$ cat config.mk
export PLATFORM = sky130hd
export DESIGN_NAME = ssadc_backend
export DESIGN_NICKNAME = d
export VERILOG_FILES = /design/src/rtl/ssadc_pkg.sv /design/src/rtl/ssadc_ctrl.sv /design/src/rtl/ssadc_datapath.sv /design/src/rtl/ssadc_backend.sv
export SDC_FILE = /design/constraint.sdc
export NUM_CORES = 1
export LEC_CHECK = 0
export BUFFER_PORTS_ARGS = -buffer_cell sky130_fd_sc_hd__buf_4
export CAP_MARGIN = 10
export CORE_UTILIZATION = 56
export CTS_CLUSTER_DIAMETER = 200
export DETAILED_ROUTE_END_ITERATION = 8
export PLACE_DENSITY = 0.83
export SYNTH_ARGS = -nofsm -noshare
export SYNTH_HDL_FRONTEND = slang
export SYNTH_SLANG_ARGS = --single-unit
$ cat constraint.sdc
create_clock -name clk -period 2.9 [get_ports clk]
set_input_delay 0.58 -clock clk [delete_from_list [all_inputs] [get_ports clk]]
set_output_delay 0.58 -clock clk [all_outputs]
set_load 0.1 [all_outputs]
$ cat src/rtl/ssadc_pkg.sv
package ssadc_pkg;
  // Strobes from the sequencer to the column datapath
  typedef struct packed {
    logic clearA;  // wipe capture registers (start of conversion)
    logic run;     // counter is ramping; captures permitted
    logic copy;    // transfer capture registers to hold registers
  } ssadcStrobe_t;
endpackage

$ cat src/rtl/ssadc_ctrl.sv
module ssadc_ctrl
  import ssadc_pkg::*;
#(
  parameter int CODE_BITS = 10
) (
  input  logic                 clk,
  input  logic                 rst_n,
  input  logic                 convStart,
  input  logic                 res10,
  output ssadcStrobe_t         strb,
  output logic [CODE_BITS-1:0] grayBus,
  output logic [CODE_BITS-1:0] fullGray,
  output logic                 busy,
  output logic                 dataValid
);
  typedef enum logic [1:0] {S_IDLE, S_RUN, S_COPY} ctrlState_t;

  localparam logic [CODE_BITS-1:0] TERM_HI = {CODE_BITS{1'b1}};
  localparam logic [CODE_BITS-1:0] TERM_LO = {1'b0, {(CODE_BITS-1){1'b1}}};

  ctrlState_t           state;
  logic                 resQ;
  logic [CODE_BITS-1:0] cnt;
  logic [CODE_BITS-1:0] termCode;

  assign termCode = resQ ? TERM_HI : TERM_LO;
  assign grayBus  = cnt ^ (cnt >> 1);
  assign fullGray = termCode ^ (termCode >> 1);

  always_comb begin
    strb.clearA = (state == S_IDLE) && convStart;
    strb.run    = (state == S_RUN);
    strb.copy   = (state == S_COPY);
  end

  assign busy = (state != S_IDLE);

  always_ff @(posedge clk or negedge rst_n) begin
    if (!rst_n) begin
      state     <= S_IDLE;
      resQ      <= 1'b0;
      cnt       <= '0;
      dataValid <= 1'b0;
    end else begin
      dataValid <= (state == S_COPY);
      unique case (state)
        S_IDLE: if (convStart) begin
          state <= S_RUN;
          cnt   <= '0;
          resQ  <= res10;
        end
        S_RUN: begin
          if (cnt == termCode) state <= S_COPY;
          else                 cnt   <= cnt + 1'b1;
        end
        S_COPY:  state <= S_IDLE;
        default: state <= S_IDLE;
      endcase
    end
  end
endmodule

$ cat src/rtl/ssadc_datapath.sv
module ssadc_datapath
  import ssadc_pkg::*;
#(
  parameter int NUM_COLS  = 4,
  parameter int CODE_BITS = 10
) (
  input  logic                          clk,
  input  logic                          rst_n,
  input  ssadcStrobe_t                  strb,
  input  logic [CODE_BITS-1:0]          grayBus,
  input  logic [CODE_BITS-1:0]          fullGray,
  input  logic [NUM_COLS-1:0]           cmpIn,
  output logic [NUM_COLS*CODE_BITS-1:0] colData
);
  function automatic logic [CODE_BITS-1:0] grayToBin(input logic [CODE_BITS-1:0] g);
    logic [CODE_BITS-1:0] b;
    b[CODE_BITS-1] = g[CODE_BITS-1];
    for (int i = CODE_BITS - 2; i >= 0; i--) b[i] = b[i+1] ^ g[i];
    return b;
  endfunction

  for (genvar c = 0; c < NUM_COLS; c++) begin : g_col
    logic                 syncA, syncB, prevB, captured;
    logic [CODE_BITS-1:0] regA, regB;
    logic                 riseSeen;

    assign riseSeen = syncB & ~prevB;

    always_ff @(posedge clk or negedge rst_n) begin
      if (!rst_n) begin
        syncA    <= 1'b0;
        syncB    <= 1'b0;
        prevB    <= 1'b0;
        captured <= 1'b0;
        regA     <= '0;
        regB     <= '0;
      end else begin
        syncA <= cmpIn[c];
        syncB <= syncA;
        prevB <= syncB;
        if (strb.clearA) begin
          regA     <= '0;
          captured <= 1'b0;
        end else if (strb.run && riseSeen && !captured) begin
          regA     <= grayBus;
          captured <= 1'b1;
        end
        if (strb.copy) regB <= captured ? regA : fullGray;
      end
    end

    assign colData[c*CODE_BITS +: CODE_BITS] = grayToBin(regB);
  end
endmodule

$ cat src/rtl/ssadc_backend.sv
module ssadc_backend
  import ssadc_pkg::*;
#(
  parameter int NUM_COLS  = 4,
  parameter int CODE_BITS = 10
) (
  input  logic                          clk,
  input  logic                          rst_n,
  input  logic                          convStart,
  input  logic                          res10,
  input  logic [NUM_COLS-1:0]           cmpIn,
  output logic [NUM_COLS*CODE_BITS-1:0] colData,
  output logic                          busy,
  output logic                          dataValid
);
  ssadcStrobe_t         strb;
  logic [CODE_BITS-1:0] grayBus;
  logic [CODE_BITS-1:0] fullGray;

  ssadc_ctrl #(.CODE_BITS(CODE_BITS)) u_ctrl (
    .clk(clk), .rst_n(rst_n), .convStart(convStart), .res10(res10),
    .strb(strb), .grayBus(grayBus), .fullGray(fullGray),
    .busy(busy), .dataValid(dataValid)
  );

  ssadc_datapath #(.NUM_COLS(NUM_COLS), .CODE_BITS(CODE_BITS)) u_dp (
    .clk(clk), .rst_n(rst_n), .strb(strb), .grayBus(grayBus),
    .fullGray(fullGray), .cmpIn(cmpIn), .colData(colData)
  );
endmodule

==> results.toml <==
[run_status]
outcome = "complete, but fails checks"
violations = "DRC"

[sta]
hold_slack_ns = 0.230
relSlewSlack_pct = 46.3
setup_viol = 0
hold_viol_final = 0
final.setup.tns_ns = 0
rsz0062_at_grt = "yes"
finClkSkew_ns = 0.0130
timing.final.crit_share_pct = 98.0
period_minus_slack_ns = 2.84
max_freq_mhz = 352
drv_slew = 0
tightest_slew_ns = 0.799

[die]
rows = 34
start_util_pct = 58.6
coreArea_um2 = 8810
ioPinCount = 50
fp.dieW_um = 98.0
die_h_um = 98.0
dieArea_um2 = 9600

[clocking]
cts_buffers = 9
clock_latency_ns = 0.37
cts_max_level = 3
clock_path_buffers = 2
cts_tree = "built"
cts.sinks = 110
cts.reportedPaths.clkPinSlew_ns = 0.10
cts-root-buf = "clkbuf_8"

[run]
max_cap_viol_count = 0

[global_route]
grt_pass1_wl_um = 17500
grt_overflow = 0
grt_pass1_vias = 3572
grt_max_degree = 53
grtUsageTotal_pct = 23.5
grt_antenna_before_repair = 0

[finish]
area.sequential_um2 = 2750
fillers = 613
drive_gt1_share_pct = 23.8
antenna_cells = 0
postLayoutCoreUtil_pct = 71.9
final_cell_mix = "dfrtp_1, nand2_1, buf_4"
multi_input_area_um2 = 2500
nets = 558
final_common_cell = "dfrtp_1"
areaGrowthSynthToFinish_pct = 22.7

[pwr]
leakage_nw = 2.98
finalPower_mw = 4.43
power_density_nw_per_um2 = 699
ir_worst_vdd_v = 0.000600

[critical_path]
r2r_start = "u_ctrl.resQ"
worstReg2RegEnd = "u_ctrl.cnt[9]"
ff2ff_path_depth = 4
crit_type = "register to output port"
worstSetupStartpointType = "register"
arrival_ns = 2.26
reg2reg_slack_ns = 0.88
cp_max_fo = 3
cp-end-kind = "output port"
cp.required_ns = 2.32

[route]
drc_errors = 5
antenna_left = 0
drt-total-wl_um = 10400
post_drt_wl_per_cell_um = 15.9
via_count = 3626
vias_per_cell = 5.54
first_iter_violations = 240
dr.pass1.iters = 7

[logic_synthesis]
synthCells = 485
avgSynthCellArea_um2 = 10.6
synth.distinct_cells = 34
yosys_warnings = 0
syn_area_um2 = 5160
syn_nets = 501
seq_area_frac_synth_pct = 53.4
ys_ff_latch = 110

[placed_design]
hpwl_um = 6910
routabilityCongestion = 0.822
portBuffers = 49

[worst_hold_path]
min_path_type = "input port to async pin"
[how the worst max path moves through the flow]
stage | start | end | slack [ns]
after floorplan | u_dp.g_col[1].regB[9] | colData[11] | -0.51
after global placement | u_dp.g_col[0].regB[9] | colData[1] | 0.32
after detailed placement | u_dp.g_col[0].regB[9] | colData[1] | 0.26
after CTS | u_dp.g_col[0].regB[8] | colData[1] | 0.002
after global routing | u_dp.g_col[0].regB[9] | colData[1] | -0.02
final | u_dp.g_col[0].regB[7] | colData[1] | 0.06
[per-stage QoR]
stage / cells / area [µm²] / setup WS, ns
after global placement: 620 / 5860 / 0.325
after floorplan: 485 / 5410 / -0.514
after global routing: 655 / 6330 / -0.0175
final: 655 / 6330 / 0.0575
after CTS: 647 / 6250 / 0.00241
after detailed placement: 620 / 5860 / 0.262
[cells by family after synthesis]
| group | synth area share (%) |
|---|---|
| simple gates | 14.1 |
| flops | 53.4 |
| xor+xnor | 13.0 |
| compound gates | 7.28 |
| mux | 7.18 |
| buf+inv | 3.23 |
| fa+ha+maj | 1.94 |
[layer usage]
metal | global-route usage [%] | share of wire, %
met1 | 32.2 | 43
met2 | 38.2 | 50
met3 | 3.15 | 4.2
met4 | 10.0 | 2.5
met5 | 0 | 0
[cells in the mapped netlist]
master	instances	share of area [%]
dfrtp_1	110	53
nand2_1	89	6.5
nor2_1	48	3.5
o21ai_0	43	4.2
mux2i_1	37	7.2
xor2_1	22	3.7
xnor2_1	20	3.4
clkbuf_1	19	1.4
nor2b_1	9	1.1
ha_1	8	1.9
xnor3_2	8	3.7
a21oi_1	7	0.68
inv_1	7	0.51
nand2b_1	7	0.85
o31ai_1	7	1.0
buf_2	6	0.58
nor3_1	6	0.58
nand3_1	5	0.49
a211oi_1	4	0.58
buf_4	4	0.58
xnor2_4	4	2.1
or2_2	2	0.24
or4_1	2	0.29
a311oi_1	1	0.17
a41oi_1	1	0.17
buf_1	1	0.073
clkbuf_2	1	0.097
nand3b_1	1	0.15
nand4b_1	1	0.17
nor4_1	1	0.12
o211ai_1	1	0.15
o311ai_0	1	0.17
o41ai_1	1	0.17
or3_1	1	0.12
[power by group]
group,leakage [nW],total (mW),internal [mW],switching (mW)
Clock,0.0951,0.948,0.428,0.521
Sequential,1.42,2.20,1.88,0.318
Combinational,1.47,1.28,0.483,0.792
[layout make-up]
class | instances | area share, %
Multi-Input combinational cell | 337 | 39.5
Timing Repair Buffer | 77 | 11.1
Inverter | 7 | 0.415
Sequential cell | 110 | 43.5
Clock inverter | 6 | 1.11
Clock buffer | 10 | 2.17
Tap cell | 108 | 2.14
[flip-flops by register name, indices dropped and copies added, names as in the netlist]
signal	count
u_dp.g_col.regB	40
u_ctrl.resQ	1
u_dp.g_col.syncA	4
u_ctrl.dataValid	1
u_ctrl.cnt	10
u_ctrl.state	2
u_dp.g_col.captured	4
u_dp.g_col.syncB	4
u_dp.g_col.prevB	4
u_dp.g_col.regA	40
[repair_timing]
action / CTS / global route
cloned: 0 / 0
buffers inserted: 11 / 8
endpoints found under the setup margin: 12 / 7
pin swaps: 8 / 3
hold buffers: 0 / 0
endpoints found under the hold margin: 0 / 0
gates resized for setup: 17 / 3
[critical path, stage by stage, from the launching register on]
cell     delay, ns
dfrtp_1       0.37
xnor3_2       0.45
xnor3_4       0.38
xnor2_4       0.20
buf_6         0.14
xor2_4        0.16
buf_12        0.19
Power figures use the tool's default switching activity.
